**src/rtl/ext_irq_pkg.sv**
```systemverilog
`timescale 1ns/1ps
package ext_irq_pkg;

  typedef enum logic [2:0] {
    DET_LOW,
    DET_HIGH,
    DET_FALL,
    DET_RISE,
    DET_BOTH
  } det_e;

  localparam int unsigned TRIG_W = 3;
  localparam int unsigned SLOT_W = 4;

  // 000 low, 001 high, 01x fall, 10x rise, 11x both
  function automatic det_e decode_trig(input logic [TRIG_W-1:0] f);
    det_e d;
    unique case (f[2:1])
      2'b00:   d = f[0] ? DET_HIGH : DET_LOW;
      2'b01:   d = DET_FALL;
      2'b10:   d = DET_RISE;
      default: d = DET_BOTH;
    endcase
    return d;
  endfunction

endpackage

```
**src/rtl/ext_irq_sync.sv**
```systemverilog
`timescale 1ns/1ps
module ext_irq_sync #(
  parameter int unsigned N       = 28,
  parameter logic        RST_VAL = 1'b1
) (
  input  logic         clk_i,
  input  logic         rst_ni,
  input  logic [N-1:0] pin_i,
  output logic [N-1:0] lvl_o,
  output logic [N-1:0] prev_o
);

  for (genvar i = 0; i < N; i++) begin : g_bit
    logic s1_q, s2_q, prev_q;
    always_ff @(posedge clk_i or negedge rst_ni) begin
      if (!rst_ni) begin
        s1_q   <= RST_VAL;
        s2_q   <= RST_VAL;
        prev_q <= RST_VAL;
      end else begin
        s1_q   <= pin_i[i];
        s2_q   <= s1_q;
        prev_q <= s2_q;
      end
    end
    assign lvl_o[i]  = s2_q;
    assign prev_o[i] = prev_q;
  end

endmodule

```
**src/rtl/ext_irq_detect.sv**
```systemverilog
`timescale 1ns/1ps
module ext_irq_detect
  import ext_irq_pkg::*;
#(
  parameter int unsigned N = 28
) (
  input  logic [N-1:0]             lvl_i,
  input  logic [N-1:0]             prev_i,
  input  logic [N-1:0][TRIG_W-1:0] trig_i,
  output logic [N-1:0]             evt_o
);

  for (genvar i = 0; i < N; i++) begin : g_det
    always_comb begin
      unique case (decode_trig(trig_i[i]))
        DET_LOW:  evt_o[i] = ~lvl_i[i];
        DET_HIGH: evt_o[i] = lvl_i[i];
        DET_FALL: evt_o[i] = prev_i[i] & ~lvl_i[i];
        DET_RISE: evt_o[i] = ~prev_i[i] & lvl_i[i];
        default:  evt_o[i] = prev_i[i] ^ lvl_i[i];
      endcase
    end
  end

endmodule

```
**src/rtl/ext_irq_regs.sv**
```systemverilog
`timescale 1ns/1ps
module ext_irq_regs
  import ext_irq_pkg::*;
#(
  parameter int unsigned N      = 28,
  parameter int unsigned DATA_W = 32,
  parameter int unsigned ADDR_W = 2
) (
  input  logic                     clk_i,
  input  logic                     rst_ni,
  input  logic                     wr_en_i,
  input  logic [ADDR_W-1:0]        addr_i,
  input  logic [DATA_W-1:0]        wr_data_i,
  input  logic [N-1:0]             evt_i,
  output logic [DATA_W-1:0]        rd_data_o,
  output logic [N-1:0][TRIG_W-1:0] trig_o,
  output logic [N-1:0]             mask_o,
  output logic [N-1:0]             pend_o
);

  localparam int unsigned N_PAIRS   = (N + 1) / 2;
  localparam int unsigned SLOTS     = DATA_W / SLOT_W;
  localparam int unsigned N_CFG     = (N_PAIRS + SLOTS - 1) / SLOTS;
  localparam int unsigned ADDR_MASK = N_CFG;
  localparam int unsigned ADDR_PEND = N_CFG + 1;

  logic [N_CFG-1:0][DATA_W-1:0] cfg_q;
  logic [N-1:0]                 mask_q, pend_q, clr;

  assign clr = (wr_en_i && addr_i == ADDR_W'(ADDR_PEND)) ? wr_data_i[N-1:0] : '0;

  for (genvar k = 0; k < N_CFG; k++) begin : g_cfg
    always_ff @(posedge clk_i or negedge rst_ni) begin
      if (!rst_ni)                                   cfg_q[k] <= '0;
      else if (wr_en_i && addr_i == ADDR_W'(k))      cfg_q[k] <= wr_data_i;
    end
  end

  always_ff @(posedge clk_i or negedge rst_ni) begin
    if (!rst_ni) begin
      mask_q <= '1;
      pend_q <= '0;
    end else begin
      if (wr_en_i && addr_i == ADDR_W'(ADDR_MASK)) mask_q <= wr_data_i[N-1:0];
      // new event outranks a simultaneous clear
      pend_q <= (pend_q & ~clr) | evt_i;
    end
  end

  for (genvar i = 0; i < N; i++) begin : g_fld
    localparam int unsigned P = i / 2;
    localparam int unsigned W = P / SLOTS;
    localparam int unsigned S = P % SLOTS;
    assign trig_o[i] = cfg_q[W][S*SLOT_W +: TRIG_W];
  end

  always_comb begin
    rd_data_o = '0;
    for (int k = 0; k < N_CFG; k++)
      if (addr_i == ADDR_W'(k)) rd_data_o = cfg_q[k];
    if (addr_i == ADDR_W'(ADDR_MASK)) rd_data_o = DATA_W'(mask_q);
    if (addr_i == ADDR_W'(ADDR_PEND)) rd_data_o = DATA_W'(pend_q);
  end

  assign mask_o = mask_q;
  assign pend_o = pend_q;

endmodule

```
**src/rtl/ext_irq_grp.sv**
```systemverilog
`timescale 1ns/1ps
module ext_irq_grp
  import ext_irq_pkg::*;
#(
  parameter int unsigned N_IN    = 28,
  parameter int unsigned FIRST_W = 4,
  parameter int unsigned GRP_W   = 8,
  parameter int unsigned DATA_W  = 32,
  parameter int unsigned ADDR_W  = 2,
  parameter int unsigned N_GRP   = 1 + (N_IN - FIRST_W) / GRP_W
) (
  input  logic              clk_i,
  input  logic              rst_ni,
  input  logic [N_IN-1:0]   pin_i,
  input  logic              wr_en_i,
  input  logic [ADDR_W-1:0] addr_i,
  input  logic [DATA_W-1:0] wr_data_i,
  output logic [DATA_W-1:0] rd_data_o,
  output logic [N_GRP-1:0]  grp_o
);

  logic [N_IN-1:0]             lvl, prev, evt, mask_q, pend_q, act;
  logic [N_IN-1:0][TRIG_W-1:0] trig;

  ext_irq_sync #(.N(N_IN), .RST_VAL(1'b1)) u_sync (
    .clk_i  (clk_i),
    .rst_ni (rst_ni),
    .pin_i  (pin_i),
    .lvl_o  (lvl),
    .prev_o (prev)
  );

  ext_irq_detect #(.N(N_IN)) u_det (
    .lvl_i  (lvl),
    .prev_i (prev),
    .trig_i (trig),
    .evt_o  (evt)
  );

  ext_irq_regs #(.N(N_IN), .DATA_W(DATA_W), .ADDR_W(ADDR_W)) u_regs (
    .clk_i     (clk_i),
    .rst_ni    (rst_ni),
    .wr_en_i   (wr_en_i),
    .addr_i    (addr_i),
    .wr_data_i (wr_data_i),
    .evt_i     (evt),
    .rd_data_o (rd_data_o),
    .trig_o    (trig),
    .mask_o    (mask_q),
    .pend_o    (pend_q)
  );

  assign act = pend_q & ~mask_q;

  for (genvar g = 0; g < N_GRP; g++) begin : g_grp
    localparam int unsigned LO = (g == 0) ? 0 : FIRST_W + (g - 1) * GRP_W;
    localparam int unsigned HI = (g == 0) ? FIRST_W - 1 : LO + GRP_W - 1;
    assign grp_o[g] = |act[HI:LO];
  end

endmodule

```
**config.mk**
```make
export PLATFORM = sky130hd
export DESIGN_NAME = ext_irq_grp
export DESIGN_NICKNAME = d
export VERILOG_FILES = /design/src/rtl/ext_irq_pkg.sv /design/src/rtl/ext_irq_sync.sv /design/src/rtl/ext_irq_detect.sv /design/src/rtl/ext_irq_regs.sv /design/src/rtl/ext_irq_grp.sv
export SDC_FILE = /design/constraint.sdc
export NUM_CORES = 1
export LEC_CHECK = 0
export BUFFER_PORTS_ARGS = -buffer_cell sky130_fd_sc_hd__buf_2
export CAP_MARGIN = 10
export CELL_PAD_IN_SITES_DETAIL_PLACEMENT = 0
export CELL_PAD_IN_SITES_GLOBAL_PLACEMENT = 1
export CORE_MARGIN = 3
export CORE_UTILIZATION = 25
export CTS_BUF_LIST = sky130_fd_sc_hd__clkbuf_8 sky130_fd_sc_hd__clkbuf_16
export CTS_CLUSTER_SIZE = 12
export DETAILED_ROUTE_END_ITERATION = 10
export MAX_ROUTING_LAYER = met4
export PLACE_DENSITY_LB_ADDON = 0.1
export SLEW_MARGIN = 20
export SYNTH_ARGS = -nofsm -noshare
export SYNTH_HDL_FRONTEND = slang
export SYNTH_SLANG_ARGS = --single-unit
```
**constraint.sdc**
```tcl
create_clock -name clk_i -period 1.6 [get_ports clk_i]
set_clock_uncertainty 0.15 [all_clocks]
set_input_delay 0.16 -clock clk_i [delete_from_list [all_inputs] [get_ports clk_i]]
set_output_delay 0.16 -clock clk_i [all_outputs]
set_load 0.01 [all_outputs]
```
==> summary.txt, run 1 <==
Status
  • Status: complete, but fails checks
  • Failing checks: setup timing

Clock network
  • H-tree Lvls: 1
  • Clk slew on worst S/H paths: 60 ps
  • Worst-Skew Late Latency: around 550 ps
  • CTS tree: yes
  • Root Driver: clkbuf_16
  • Clk sinks: around 200
  • Inserted Clock Buffers: 27
  • Clock Path Buffers: 3

Route
  • First drt pass iteration count: 4
  • Antenna viol nets, final: 0
  • WL final: 32200 microns
  • DR vias: about 8000
  • Initial DRC Count: approximately 270
  • Drt drc: 0
  • Wire length per cell: 17.4 microns
  • Vias per cell: approximately 4.3

Finish
  • N_diodes: 0
  • Proportion of layout cells with a drive suffix above 1: 57.4%
  • Final non-filler cell total: about 1900
  • Layout Nets: roughly 1400
  • Final core utilization: 38.8%
  • Fillers: between 4000 and 5000
  • Layout area overhead: 51.6%
  • Final instance area: roughly 16000 sq um

Logic synthesis
  • Synth unique cells: 39
  • Proportion of synthesized chip area in sequential cells: 48.3%
  • Seq cells post-synth: ~200
  • Ys flop type: dfstp_2
  • Post-synth EDFFs: 0
  • Dominant cells by area after synthesis: dfstp_2 (27%), dfrtp_1 (21%), ha_1 (13%)
  • Yosys top cell area share: 27.1%
  • Post-Syn Area: ~11000 sq um
  • Ys async rst share: 100%
  • Synth warnings: 0
  • Cells after Synth: 883
  • Syn Area/Cell: roughly 12 sq um
  • Synth area leader: dfstp_2
  • Syn_nets: 1060

Floorplan
  • Die extent in y: about 210 microns
  • Die footprint: roughly 46000 sq um
  • Die X: about 210 microns
  • Initial Utilization: 25.6%
  • IO Pins: approximately 100
  • Core Area: 42400 sq um
  • Number of cell rows: 75

Global routing
  • Total gr overflow: 0
  • First-pass GRT wire length: ~51000 microns
  • Total GRT Usage: between 10% and 20%
  • Largest net degree at the start of global routing: 40
  • Number of global-route vias before repair: 8625
  • Initial antenna violation count: 0

Power and ir drop
  • PnR Total Power: between 15 and 20 mW
  • P_int: about 13 mW
  • Switching Fraction: between 20% and 30%
  • Sequential share of power: a little over a third
  • Leak: about 7.5 nW
  • Psw: 5.61 mW
  • PD cells: around 1100 nW/um^2
  • Power share of the clock group: a little under a third
  • VDD IR max: around 0.00079 V
  • Combinational share of power: 33.5%

Place
  • GPL Wtd Cong: between 0.7 and 0.8
  • Placed cell areas: about 13000 sq um
  • Port Buffers: 100
  • Placed Cells: 1666
  • Placed wire-length estimate after detailed placement: 22600 microns
  • Pre-CTS setup slack: -331 ps

Timing
  • Rel. slew slack: around two thirds
  • Slew @ Worst Pin: about 500 ps
  • Final Cycle Share: 136%
  • WHS: around 75 ps
  • RSZ-0062 raised after global routing: yes
  • Fmax: about 460 MHz
  • Fin. Hold Viols: 0
  • Minimum clock period: ~2200 ps
  • Fin worst setup slack: -581 ps
  • Final setup viols: 52
  • Final TNS setup: -14370 ps
  • Max Slew Vio Count: 0

Worst setup path
  • Worst Path Max Fanout: 2
  • CP Capture Type: output pin
  • Crit path DAT: roughly 1900 ps
  • Critical Path Start Type: flop
  • Worst Setup Path Type: flop to output pin
  • Critical path data required time: between 1000 and 1500 ps

Worst hold path
  • Min-Delay Path Class: input pin to flop

Job
  • Maxcap violations: 0
[layout make-up]
class / instances / area [sq um] / share of cell area, %
Clock buffer: 32 / 744 / 4.52
Clock inverter: 17 / 126 / 0.767
Inverter: 126 / 518 / 3.14
Multi-Input combinational cell: 531 / 5850 / 35.5
Sequential cell: 204 / 5250 / 31.8
Tap cell: 577 / 722 / 4.38
Timing Repair Buffer: 368 / 3270 / 19.8
[sequential cells by signal, indices dropped and copies added (netlist names)]
signal               cells
u_sync.g_bit.s2_q       28
u_sync.g_bit.prev_q     28
u_regs.mask_o           28
u_regs.pend_o           28
u_sync.g_bit.s1_q       28
u_regs.trig_o           42
u_regs.cfg_q            22
[cells by family (layout without fill, tap and decap cells)]
family                     after synthesis  count (layout)  share of synthesized area, %
AOI/OAI and AO/OA                      177             177                          10.2
xor gates and xnor gates                14              14                          1.13
adders and majority gates              112             112                          12.9
buffers and inverters                  148             543                          6.17
DFF                                    204             204                          48.3
muxes                                  108             108                          14.7
and+or+nand+nor                        120             120                          6.59
[cells in the mapped netlist (12+ instances only)]
| library cell | count |
|---|---|
| and3_1 | 15 |
| nor3_1 | 28 |
| a211oi_1 | 12 |
| o22ai_1 | 12 |
| a21oi_1 | 70 |
| ha_1 | 112 |
| mux4_2 | 28 |
| mux2_2 | 52 |
| dfstp_2 | 112 |
| mux2_4 | 20 |
| xnor2_1 | 14 |
| inv_1 | 126 |
| dfrtp_1 | 92 |
| a211o_1 | 14 |
| nand3_1 | 14 |
| nand3b_1 | 15 |
| o21ai_0 | 33 |
| a221oi_1 | 14 |
| nand2_1 | 18 |
| o41ai_1 | 12 |
[power groups by stage]
stage	registers, mW	clock network (mW)	logic (mW)
2_1_floorplan	6.50	0	2.46
3_3_place_gp	6.61	0	4.33
3_5_place_dp	6.62	0	4.31
4_1_cts	6.51	6.25	5.70
5_1_grt	6.61	6.42	6.87
6_report	6.53	5.93	6.28
[path summary, 6_finish.rpt]
path	end	cells past startpoint	startpoint	slack, ps
max in group asynchronous	u_regs.trig_o[66]$_DFFE_PN0P_	3	rst_ni	180
worst min-delay path	u_regs.trig_o[50]$_DFFE_PN0P_	4	wr_en_i	80
worst max register to register	u_regs.pend_o[10]$_DFF_PN0_	7	u_regs.trig_o[31]$_DFFE_PN0P_	-210
min in group asynchronous	u_sync.g_bit[22].s1_q$_DFF_PN1_	2	rst_ni	160
worst max-delay path	grp_o[3]	3	u_regs.mask_o[26]$_DFFE_PN1P_	-580
worst min register to register	u_sync.g_bit[4].s2_q$_DFF_PN1_	0	u_sync.g_bit[4].s1_q$_DFF_PN1_	200
[layer usage]
metal / vias to the layer above / part of all wire (%) / GRT usage [%]
li1: 3884 / - / -
met1: 3966 / 48 / 19.4
met2: 87 / 47 / 23.1
met3: 44 / 2.6 / 2.24
met4: 0 / 2.0 / 2.77
met5: - / 0 / -
[what timing repair did]
item / CTS / global route
pin swaps: 60 / 68
hold buffers: 62 / 0
setup buffers: 44 / 42
endpoints found under the hold margin: 350 / 0
endpoints found under the setup margin: 63 / 64
gates resized for setup: 214 / 125
[worst max-delay path: stages (launching register included)]
cell	delay, ps
dfstp_2	560
o22ai_2	90
or4_4	550
buf_6	140
[placed cells by master, fill, tap and decap left out, types with 7 or more instances in the layout]
cell           instances
a21oi_1               61
mux2_4                20
nand3b_1              15
o21ai_2                9
dfrtp_1               90
nor3_1                 7
nand3_1               12
o21ai_1                9
xnor2_1               14
dlygate4sd3_1         62
dfstp_2              112
a21oi_2                8
buf_4                127
and3b_2                7
mux4_2                28
ha_4                  21
a221oi_2              14
ha_1                  72
clkbuf_16             27
inv_2                 10
mux2_2                52
inv_4                 13
inv_1                113
nor3_2                17
ha_2                  19
o41ai_2               11
nand2_1               18
buf_6                 98
a211o_1               14
and3_1                 9
buf_2                 68
buf_12                11
o21ai_0               21
(Power assumes the default switching activity.)
==> inputs of run 2 (changes only) <==
--- a/config.mk
+++ b/config.mk
@@ -9,6 +9,7 @@
 export CAP_MARGIN = 10
 export CELL_PAD_IN_SITES_DETAIL_PLACEMENT = 0
 export CELL_PAD_IN_SITES_GLOBAL_PLACEMENT = 1
+export CORE_ASPECT_RATIO = 0.8
 export CORE_MARGIN = 3
 export CORE_UTILIZATION = 25
 export CTS_BUF_LIST = sky130_fd_sc_hd__clkbuf_8 sky130_fd_sc_hd__clkbuf_16
==> run 2 against run 1 <==
  * The flow still finishes with violations (setup timing)
  * Clock-buffer cell count increased by 1
  * Hold slack got worse by 65 ps
  * Via count unchanged
  * Flip-flop and latch count unchanged
  * Core utilization decreased by 0.59 points
  * Sequential power about the same
  * Clock power decreased by 3%
  * Worst setup slack got worse by 4.7 ps
  * Highest routed layer unchanged
==> summary.txt, run 2 (same netlist as run 1, synthesis figures left out) <==
Timing
  • Fmax: approximately 460 MHz
  • Fin. Hold Viols: 0
  • Fin worst setup slack: -586 ps
  • RSZ-0062 raised after global routing: yes
  • Minimum clock period: about 2200 ps
  • Final setup viols: 52
  • Rel. slew slack: 66.5%
  • Final TNS setup: -14880 ps
  • Final Cycle Share: 137%
  • Max Slew Vio Count: 0
  • Slew @ Worst Pin: a little over 500 ps

Clock network
  • Clk sinks: roughly 200
  • Worst-Skew Late Latency: approximately 540 ps
  • H-tree Lvls: 1
  • Root Driver: clkbuf_16
  • Clk slew on worst S/H paths: ~60 ps
  • Clock Path Buffers: 3
  • CTS tree: yes
  • Inserted Clock Buffers: 26

Worst setup path
  • Max incr delay on CP: ~570 ps
  • Critical path data required time: approximately 1300 ps
  • Crit path DAT: 1880 ps
  • Worst Setup Path Type: flop to output pin
  • Worst-path cell chain: o22ai_2 -> or4_4 -> buf_6
  • CP Capture Type: output pin
  • Critical Path Start Type: flop
  • Worst Path Max Fanout: 2
  • CP max stage cell: or4_4

Finish
  • Commonest non-fill, non-tap cell in the layout: buf_4
  • Final instance area: 16200 sq um
  • Most frequent cells in the layout: buf_4 (125), inv_1 (117), dfstp_2 (112)
  • Multi-input gate area: around 5700 sq um
  • Final non-filler cell total: 1824
  • Register Area: approximately 5300 sq um
  • Proportion of layout cells with a drive suffix above 1: roughly 55%
  • Layout area overhead: 49.3%
  • Fillers: slightly above 4000
  • Largest register FFs: 42
  • Layout Nets: around 1400
  • Final core utilization: a little under two fifths

Route
  • Vias per cell: approximately 4.4
  • Drt drc: 0
  • DR vias: about 8000
  • Initial DRC Count: around 270
  • First drt pass iteration count: 4
  • Antenna viol nets, final: 0
  • Wire length per cell: about 18 microns
  • WL final: 32600 microns

Place
  • Placed wire-length estimate after detailed placement: 23300 microns
  • Placed cell areas: between 10000 and 15000 sq um
  • Placed Cells: around 1700
  • Port Buffers: 100
  • GPL Wtd Cong: 0.760

Worst hold path
  • Min-Delay Path Class: input pin to asynchronous set/reset pin

Power and ir drop
  • PD cells: between 1000 and 1500 nW/um^2
  • VDD IR max: 0.000745 V
  • Leak: between 7 and 8 nW

Global routing
  • Grt met2 use: around 22%
  • GR peak layer: met2
  • Initial antenna violation count: 1
  • Met1 Track Usage GR: 21.5%
  • Total GRT Usage: 14.8%
  • Met3 usage: approximately 2.3%
  • Number of global-route vias before repair: 8519
  • Total gr overflow: 0
  • First-pass GRT wire length: just over 50000 microns
  • Largest net degree at the start of global routing: 48

Status
  • Failing checks: setup timing
  • Status: complete, but fails checks

Floorplan
  • IO Pins: 101
  • Core Area: 42400 sq um
  • Die footprint: ~46000 sq um
  • Number of cell rows: between 60 and 70
  • Die X: between 200 and 250 microns
  • Die extent in y: 192 microns
  • Initial Utilization: between 20% and 30%

Job
  • Maxcap violations: 0
## run 2: routing by layer
layer  wire (microns)  vias up  part of all wire (%)
li1                 -     3875                     -
met1            16600     3971                    51
met2            14400       94                    44
met3             1010       41                   3.1
met4              544        0                   1.7
met5                0        -                     0
## run 2: timing repair
item,CTS,global route
pin swaps,54,62
endpoints found under the setup margin,63,64
hold buffers,62,0
setup buffers,38,24
endpoints found under the hold margin,308,0
gates resized for setup,183,103
## run 2: path summary, 6_finish.rpt
check,slack [ps],endpoint,from,depth (start not counted)
setup / recovery,-590,grp_o[2],u_regs.mask_o[17]$_DFFE_PN1P_,3
hold / removal,10,u_regs.trig_o[2]$_DFFE_PN0P_,rst_ni,2
setup reg to reg,-200,u_regs.pend_o[14]$_DFF_PN0_,u_regs.trig_o[43]$_DFFE_PN0P_,6
hold reg to reg,200,u_sync.g_bit[12].s2_q$_DFF_PN1_,u_sync.g_bit[12].s1_q$_DFF_PN1_,0
max in group asynchronous,670,u_sync.g_bit[8].prev_q$_DFF_PN1_,rst_ni,3
min in group clk_i,100,u_sync.g_bit[8].s1_q$_DFF_PN1_,pin_i[8],2
## run 2: per-stage QoR
stage               hold WS [ps]  worst slack [ps]  power (mW)
global route                17.4              -654        19.5
CTS                        0.938              -627        18.2
finish                      10.8              -586        18.4
floorplan                   -286              14.2        8.96
detailed placement         -1.68              -592        11.1
global placement           -1.20              -614        11.1
## run 2: power by group
part	internal (mW)	switching [mW]
Sequential	6.03	0.490
Clock	3.45	2.32
Combinational	3.37	2.71
## run 2: layout make-up
class	count	share of cell area, %
multi-input cells	531	35.1
diodes	2	0.0308
repair buffers	361	19.9
well taps	552	4.26
flip-flops and latches	204	32.4
clock buffers	33	4.67
inverters	126	3.11
clock inverters	15	0.509
## run 2: worst max-delay path, delay by kind of cell, from the launching register on
family                 cells  cell delay, ps
flip-flops                 1             540
AND/OR/NAND/NOR            1             570
AO/OA/AOI/OAI              1              80
buffers and inverters      1             150
==> inputs of run 3 (changes only) <==
--- a/config.mk
+++ b/config.mk
@@ -16,7 +16,7 @@
 export CTS_CLUSTER_SIZE = 12
 export DETAILED_ROUTE_END_ITERATION = 10
 export MAX_ROUTING_LAYER = met4
-export PLACE_DENSITY_LB_ADDON = 0.1
+export PLACE_DENSITY = 0.49
 export SLEW_MARGIN = 20
 export SYNTH_ARGS = -nofsm -noshare
 export SYNTH_HDL_FRONTEND = slang
==> run 3 against run 2 <==
  * Worst setup slack worse by 1.4 ps
  * Combinational power up 4.3%
  * Core utilization up 0.30 points
  * The flow still finishes with violations (setup timing)
  * Register-to-register slack about the same
  * Highest routed layer unchanged
  * Final area up 0.77%
  * Critical endpoint is now grp_o[3]
  * First-iteration DRC count up 46%
  * Sequential power about the same
  * Critical path type unchanged
  * Sequential share of layout area down 0.26 points
==> summary.txt, run 3 (same netlist as run 1, synthesis figures left out) <==
Status
  • Status: complete, but fails checks
  • Failing checks: setup timing

Clock network
  • Root Driver: clkbuf_16
  • Inserted Clock Buffers: 25
  • Clk slew on worst S/H paths: around 60 ps
  • H-tree Lvls: 1
  • Clk sinks: around 200
  • CTS tree: yes
  • Clock Path Buffers: 3
  • Worst-Skew Late Latency: roughly 550 ps

Worst setup path
  • Worst-path cell chain: o22ai_2 -> or4_4 -> buf_6
  • Critical path's top delay family: simple AND/OR/NAND/NOR gates
  • R2r endpoint: u_regs.pend_o[24]$_DFF_PN0_
  • R2R depth: 7
  • Worst Path Max Fanout: 2
  • Worst Setup Path Type: flop to output pin
  • Max incr delay on CP: around 570 ps
  • Critical path data required time: between 1000 and 1500 ps
  • Critical Path Start Type: flop
  • CP max stage cell: or4_4
  • FF-to-FF setup slack: -210 ps
  • Crit path DAT: 1880 ps
  • CP Capture Type: output pin
  • Buf/Inv on CP: 1
  • RR Startpoint: u_regs.trig_o[73]$_DFFE_PN0P_

Finish
  • Commonest non-fill, non-tap cell in the layout: dfstp_2
  • Most frequent cells in the layout: dfstp_2 (112), buf_4 (111), inv_1 (110)
  • Layout area overhead: 50.5%
  • Final non-filler cell total: between 1500 and 2000
  • Largest register FFs: 42
  • Final instance area: 16400 sq um
  • Layout Nets: about 1400
  • Fillers: 4164
  • Proportion of layout cells with a drive suffix above 1: between 50% and 60%

Timing
  • Fin worst setup slack: -587 ps
  • WHS: slightly below 70 ps
  • Minimum clock period: 2190 ps
  • Max Slew Vio Count: 0
  • RSZ-0062 raised after global routing: yes
  • Final setup viols: 52
  • Fin. Hold Viols: 0
  • Fmax: about 460 MHz
  • Rel. slew slack: 49.7%
  • Final Cycle Share: 137%
  • Slew @ Worst Pin: approximately 750 ps

Job
  • Maxcap violations: 0

Power and ir drop
  • Switching Fraction: between 30% and 40%
  • Psw: roughly 5.6 mW
  • VDD IR max: ~0.00064 V
  • Leak: about 7.4 nW
  • Power share of the clock group: 30.5%
  • P_int: roughly 13 mW
  • PD cells: around 1100 nW/um^2
  • Combinational share of power: between 30% and 40%
  • Sequential share of power: 35.2%
  • PnR Total Power: 18.5 mW

Place
  • Placed cell areas: ~13000 sq um
  • GPL Wtd Cong: roughly 0.76
  • Pre-CTS setup slack: -542 ps
  • Placed Cells: 1646
  • Port Buffers: 100
  • Placed wire-length estimate after detailed placement: 22700 microns

Global routing
  • Initial antenna violation count: 2
  • Total gr overflow: 0
  • Largest net degree at the start of global routing: 38
  • Number of global-route vias before repair: about 8400
  • Total GRT Usage: 14.4%
  • First-pass GRT wire length: between 40000 and 50000 microns

Floorplan
  • Die X: around 240 microns
  • Core Area: between 40000 and 50000 sq um
  • Die extent in y: between 150 and 200 microns
  • IO Pins: 101
  • Number of cell rows: 67
  • Die footprint: roughly 46000 sq um
  • Initial Utilization: 25.6%

Worst hold path
  • WHS Endpoint: u_regs.trig_o[80]$_DFFE_PN0P_
  • Worst Hold Path Cells: 4
  • Min-Delay Path Class: input pin to flop
  • Min-delay src: wr_en_i

Route
  • Antenna viol nets, final: 0
  • Vias per cell: 4.42
  • Initial DRC Count: 398
  • DR vias: 8000
  • First drt pass iteration count: 6
  • Wire length per cell: 17.8 microns
  • Drt drc: 0
  • WL final: between 30000 and 40000 microns
==> run 3: worst reg2reg max path: cells and delay by family, from the launching register on <==
kind | cells | cell delay (ps)
buf+inv | 3 | 380
compound gates | 2 | 360
simple gates | 2 | 420
flops | 1 | 410
==> run 3: stage by stage <==
step           setup TNS (ps)  utilization, %
5_1_grt                -18440            38.6
2_1_floorplan               0               -
3_5_place_dp            -3880            30.7
3_3_place_gp            -3460            30.7
6_report               -14670            38.6
4_1_cts                -17410            36.7
==> run 3: cell type report <==
| cell class | count | area (sq um) | share of cell area, % |
|---|---|---|---|
| inverters | 126 | 537 | 3.28 |
| clock buffers | 29 | 681 | 4.16 |
| multi-input cells | 531 | 5910 | 36.1 |
| diodes | 1 | 2.50 | 0.0153 |
| repair buffers | 352 | 3160 | 19.3 |
| well taps | 552 | 691 | 4.22 |
| clock inverters | 17 | 128 | 0.780 |
| flip-flops and latches | 204 | 5250 | 32.1 |
==> run 3: repair_timing <==
action                     4_1_cts  5_1_grt
hold endpoints to repair       315        0
pin swaps                       48       77
hold buffers                    62        0
setup endpoints to repair       61       76
buffers inserted                39       31
resized for setup              190      168
==> run 3: worst max-delay path by stage <==
stage | start | endpoint | slack (ps) | depth (start not counted)
floorplan | u_regs.trig_o[2]$_DFFE_PN0P_ | u_regs.pend_o[0]$_DFF_PN0_ | 10 | 6
global placement | u_regs.trig_o[43]$_DFFE_PN0P_ | u_regs.pend_o[14]$_DFF_PN0_ | -540 | 6
detailed placement | u_regs.trig_o[43]$_DFFE_PN0P_ | u_regs.pend_o[14]$_DFF_PN0_ | -540 | 6
CTS | u_regs.mask_o[18]$_DFFE_PN1P_ | grp_o[2] | -610 | 3
global route | u_regs.mask_o[18]$_DFFE_PN1P_ | grp_o[2] | -630 | 3
finish | u_regs.mask_o[27]$_DFFE_PN1P_ | grp_o[3] | -590 | 3
==> run 3: power groups by stage <==
stage | Sequential, mW | Clock (mW) | Combinational (mW)
finish | 6.52 | 5.65 | 6.34
global placement | 6.60 | 0 | 4.36
CTS | 6.51 | 5.88 | 5.62
floorplan | 6.50 | 0 | 2.46
detailed placement | 6.61 | 0 | 4.36
global route | 6.60 | 6.10 | 6.89
==> run 3: metal layers <==
metal  up-vias  wire [microns]  GRT usage [%]
met5         -               0              -
met4         0             697           3.07
met3        52            1050           2.11
met2       121           14300           21.9
met1      3974           16200           20.3
li1       3853               -              -
